==> src/rtl/irq_cause_bank.sv <==
module irq_cause_bank #(
  parameter int          W         = 32,
  parameter logic [31:0] CPU_WMASK = 32'h3C3F_FFFE,
  parameter logic [31:0] PCI_WMASK = 32'h03FF_FFFE,
  parameter int          SERR_BITS = 6
) (
  input  logic         clk,
  input  logic         rst_n,
  input  logic         wr_en,
  input  logic [1:0]   wr_sel,
  input  logic [W-1:0] wr_data,
  input  logic [W-1:1] evt,
  input  logic [1:0]   rd_sel,
  output logic [W-1:0] rd_data,
  output logic         cpu_irq,
  output logic         pci_irq
);
  localparam logic [W-1:0] SERR_WMASK = W'((64'd1 << SERR_BITS) - 1);

  logic [W-1:1] cause_q;
  logic [W-1:0] cpu_mask_q, pci_mask_q, serr_mask_q;
  logic [W-1:1] keep;
  logic         summary;

  assign keep    = (wr_en && wr_sel == 2'd0) ? wr_data[W-1:1] : '1;
  assign summary = |cause_q;

  always_ff @(posedge clk or negedge rst_n) begin
    if (!rst_n) begin
      cause_q     <= '0;
      cpu_mask_q  <= '0;
      pci_mask_q  <= '0;
      serr_mask_q <= '0;
      cpu_irq     <= 1'b0;
    end else begin
      cause_q <= (cause_q & keep) | evt;
      if (wr_en && wr_sel == 2'd1) cpu_mask_q  <= wr_data & CPU_WMASK[W-1:0];
      if (wr_en && wr_sel == 2'd2) pci_mask_q  <= wr_data & PCI_WMASK[W-1:0];
      if (wr_en && wr_sel == 2'd3) serr_mask_q <= wr_data & SERR_WMASK;
      cpu_irq <= |(cause_q & cpu_mask_q[W-1:1]);
    end
  end

  assign pci_irq = |(cause_q & pci_mask_q[W-1:1]);

  always_comb begin
    unique case (rd_sel)
      2'd0:    rd_data = {cause_q, summary};
      2'd1:    rd_data = cpu_mask_q;
      2'd2:    rd_data = pci_mask_q;
      default: rd_data = serr_mask_q;
    endcase
  end
endmodule


==> config.mk <==
export PLATFORM = sky130hd
export DESIGN_NAME = irq_cause_bank
export DESIGN_NICKNAME = d
export VERILOG_FILES = /design/src/rtl/irq_cause_bank.sv
export SDC_FILE = /design/constraint.sdc
export NUM_CORES = 1
export LEC_CHECK = 0
export ABC_CLOCK_PERIOD_IN_PS = 1400
export BUFFER_PORTS_ARGS = -buffer_cell sky130_fd_sc_hd__buf_2
export CELL_PAD_IN_SITES_DETAIL_PLACEMENT = 0
export CELL_PAD_IN_SITES_GLOBAL_PLACEMENT = 1
export CORE_ASPECT_RATIO = 0.9
export CORE_UTILIZATION = 42
export DETAILED_ROUTE_END_ITERATION = 10
export HOLD_SLACK_MARGIN = 0.12
export PLACE_DENSITY = 0.86
export REMOVE_ABC_BUFFERS = 1
export SLEW_MARGIN = 15
export SYNTH_ARGS = -nofsm -noshare
export SYNTH_HDL_FRONTEND = slang
export SYNTH_SLANG_ARGS = --single-unit
==> constraint.sdc <==
create_clock -name clk -period 1.4 [get_ports clk]
set_input_delay 0.14 -clock clk [delete_from_list [all_inputs] [get_ports clk]]
set_output_delay 0.14 -clock clk [all_outputs]
set_load 0.005 [all_outputs]
==> results.md <==
Power and ir drop:
- Of the total power, the share spent switching nets is around 27%.
- The clock share of power is roughly 29%.
- VDD sags by at most around 530 uV.
- The overall power of the completed layout is 6490 uW.
- The analysis attributes to net switching a power of approximately 1700 uW.
- In this run, flip-flops and latches consume 49.3% of the power.
- The leakage power of the design is between 0.002 and 0.003 uW.
- Combinational logic burns 21.7% of the power.
- Cell internal power was estimated by the tool at between 4000 and 5000 uW.
- The total power divided by cell area is around 1000 nW/um2.

Clock tree:
- The later pin in the worst-skew pair is clocked with a latency of roughly 0.36 ns.
- In this run the number of H-tree levels came out at 3.
- TritonCTS built the clock tree.
- CTS placed an instance of sky130_fd_sc_hd__clkbuf_8 at the clock tree root.
- For this design, the sink count on the clock tree is 88.
- The longest clock path from root to sink contains 2 buffers.
- Clock tree synthesis inserted a total of 9 buffers.
- The clock transition time at the flip-flop clock pins of the worst setup and hold paths is around 0.08 ns.

Global route:
- The number of global-route vias before repair was 3,790.
- After global routing the overflow that remains totals 0.
- The largest net degree at the start of global routing is 44.
- The global router's overall resource usage is between 20% and 30%.
- The first global-routing pass estimated ~20 mm of wire.
- The number of antenna violations at the first check in global routing came to 0.

Worst setup path:
- The sort of element at the start of the critical path is a flip-flop.
- At the worst endpoint, the required time is roughly 1.3 ns.
- STA classifies the critical path endpoint as an output pin.
- The data arrival time of the worst path is approximately 1.6 ns.
- The type of the worst setup path is reg -> out.
- The maximum net fanout on the critical path is 2.

Place:
- The congestion estimate from routability-driven global placement came to approximately 0.83.
- The number of placed instances with taps included is approximately 580.
- The final HPWL from detailed placement is around 8.4 mm.
- The placement-stage worst setup slack is -0.0727 ns.
- The quantity of I/O buffers inserted on ports is slightly above 100.

Detailed routing:
- The post-detailed-route via-to-cell ratio is 5.46.
- The remaining design rule violation count is 0.
- The detailed router's first-iteration violation count is roughly 160.
- The total number of vias is around 3,700.
- The total detailed-routing wirelength is 12.4 mm.
- After detailed routing, the average wire length per cell comes to around 18 um.
- The pre-antenna-repair detailed-routing pass consisted of 5 iterations.
- The detail route stage leaves a number of antenna-violating nets equal to 0.

Synthesis:
- The register area share after synthesis is a little over half.
- The number of flip-flops and latches in the synthesized netlist is about 90.
- Synthesis produced a netlist whose cell count is roughly 340.
- Yosys instantiated no cell more often than sky130_fd_sc_hd__dfrtp_1.
- The mapped cell area is between 4000 and 5000 um2.
- By count the netlist is led by sky130_fd_sc_hd__dfrtp_1, sky130_fd_sc_hd__mux2_2, sky130_fd_sc_hd__o21ai_0, sky130_fd_sc_hd__nand2b_1, sky130_fd_sc_hd__mux2i_1.
- In the synthesized netlist the dominant register cell turns out to be sky130_fd_sc_hd__dfrtp_1.
- The share of async-settable or async-resettable flops after synthesis is 100%.
- The share of synthesized area in the top cell type comes to between 50% and 60%.
- The number of enable flip-flop cells after synthesis is 0.
- The cell taking the most area after synthesis is sky130_fd_sc_hd__dfrtp_1.
- The total number of yosys warnings is 0.
- By area the synthesized netlist is led by sky130_fd_sc_hd__dfrtp_1, sky130_fd_sc_hd__mux2_2, sky130_fd_sc_hd__mux2i_1, sky130_fd_sc_hd__nand2b_1, sky130_fd_sc_hd__o21ai_0.
- Yosys mapped the design onto 27 distinct sky130hd cell types.
- The mean instance size in the synthesized netlist is roughly 12 um2.

Finish:
- The count of cells in the finished layout, fillers not included, comes to about 680.
- The net total in the final layout is ~600.
- The area growth from synthesis to layout is 47.0%.
- The share of cells above drive strength 1 is between 40% and 50%.
- The number of diodes added for antenna fixing is 0.

Timing:
- Across all hold checks on the routed design, the worst slack comes to around 0.24 ns.
- The final clock skew is around 0.0068 ns.
- After layout, the worst setup slack is -0.332 ns.
- At the pin with the least slew margin, the transition time is 0.433 ns.
- The number of pins with negative max-slew slack in the final report is 0.
- Setup repair after global routing could not meet its margin everywhere.
- The maximum achievable frequency is between 0.5 and 0.6 GHz.
- The shortest clock period the worst path allows after layout is 1.73 ns.
- Setup violations remaining at the end of the flow were counted as 17.
- The number of hold-slack violations in the final timing report is 0.
- The portion of the clock cycle consumed by the worst path in the final layout is 124%.
- The headroom to the max-slew limit is between 70 and 80%.

Floorplan:
- The initial core utilization is 43.4%.
- The horizontal die dimension is 108 um.
- The die boundary height is a little under 100 um.
- The number of ports placed on the die boundary is 104.
- The die covers around 10,000 um2.
- The number of core rows is 34.
- The area of the core region is roughly 9700 um2.

Run:
- Across the run, the number of max-cap violations was 0.

Run status:
- The flow ran to the end, but the final reports show violations.
- The checks that failed: negative setup slack.

Worst hold path:
- The class of the tightest hold or removal check is in -> async.
==> cell usage in the layout, fill, tap and decap left out, drive strengths merged <==
cell type    count
buf            144
dfrtp           88
dlygate4sd3     64
mux2            56
o21ai           47
nand2b          31
mux2i           24
nand2           16
clkbuf          15
a22oi           14
nor2            11
nor4             7
nand4            6
mux4             5
nand3            4
a22o             4
a221oi           4
nor3b            2
a222oi           2
nand3b           2
nor2b            1
nor3             1
o31ai            1
or3b             1
clkinv           1
bufinv           1
==> stage by stage <==
step / utilization (%) / TNS [ns] / instance area [um2]
3_3_place_gp: 51.8 / -0.116 / 5030
5_1_grt: 63.8 / -3.10 / 6190
2_1_floorplan: - / 0 / 4080
6_report: 63.8 / -2.00 / 6190
3_5_place_dp: 51.8 / -0.110 / 5030
4_1_cts: 63.1 / -2.30 / 6120
==> layer usage <==
| layer | wire, um | global-route usage, % | vias up | share of wire, % |
|---|---|---|---|---|
| li1 | - | - | 1680 | - |
| met1 | 5420 | 34.7 | 1842 | 44 |
| met2 | 5910 | 39.5 | 157 | 48 |
| met3 | 795 | 5.86 | 23 | 6.4 |
| met4 | 274 | 7.06 | 0 | 2.2 |
| met5 | 0 | 0 | - | 0 |
==> state kept, by name, indices dropped and copies added, names as in the netlist <==
name         flops
cpu_mask_q      25
serr_mask_q      6
cause_q         31
pci_mask_q      25
cpu_irq          1
==> kinds of logic after synthesis <==
family | share of synthesized area [%]
AO/OA/AOI/OAI | 10.4
buffers and inverters | 3.09
flip-flops | 52.3
multiplexers | 23.4
AND/OR/NAND/NOR | 10.8
==> what timing repair did <==
action	CTS	global route
endpoints found under the hold margin	175	0
buffers inserted	13	7
gates resized for setup	44	23
setup endpoints to repair	17	25
pin swaps	18	14
hold buffers	64	0
==> worst max-delay path, stage by stage (launching register included) <==
cell and delay, ns:
sky130_fd_sc_hd__dfrtp_1 0.44, sky130_fd_sc_hd__nor4_4 0.32, sky130_fd_sc_hd__nand4_1 0.16, sky130_fd_sc_hd__nor2_2 0.13
sky130_fd_sc_hd__o31ai_1 0.07, sky130_fd_sc_hd__buf_2 0.12
==> power groups by stage <==
| stage | clock network (uW) | logic (uW) | registers (uW) |
|---|---|---|---|
| final | 1890 | 1410 | 3200 |
| after global routing | 2010 | 1520 | 3240 |
| after CTS | 1920 | 1380 | 3180 |
| after detailed placement | 0 | 1180 | 3210 |
| after global placement | 0 | 1150 | 3180 |
| after floorplan | 0 | 651 | 3110 |
==> cell type report <==
type	instances	area, um2
flip-flops and latches	88	2220
clock inverters	2	35.0
multi-input cells	239	2000
repair buffers	209	1600
fillers	747	3510
clock buffers	14	183
well taps	126	158
==> final timing paths <==
| check | start | to | slack, ns | cells after the start |
|---|---|---|---|---|
| max | cause_q[30]$_DFF_PN0_ | rd_data[0] | -0.33 | 5 |
| min | rst_n | cpu_mask_q[13]$_DFFE_PN0P_ | 0.24 | 2 |
| max reg2reg | cause_q[9]$_DFF_PN0_ | cpu_irq$_DFF_PN0_ | -0.02 | 5 |
| min reg2reg | serr_mask_q[0]$_DFFE_PN0P_ | serr_mask_q[0]$_DFFE_PN0P_ | 0.51 | 1 |
| max in group asynchronous | rst_n | cause_q[2]$_DFF_PN0_ | 0.60 | 3 |
| min in group clk | wr_sel[1] | serr_mask_q[2]$_DFFE_PN0P_ | 0.33 | 4 |
Power figures use the tool's default switching activity.
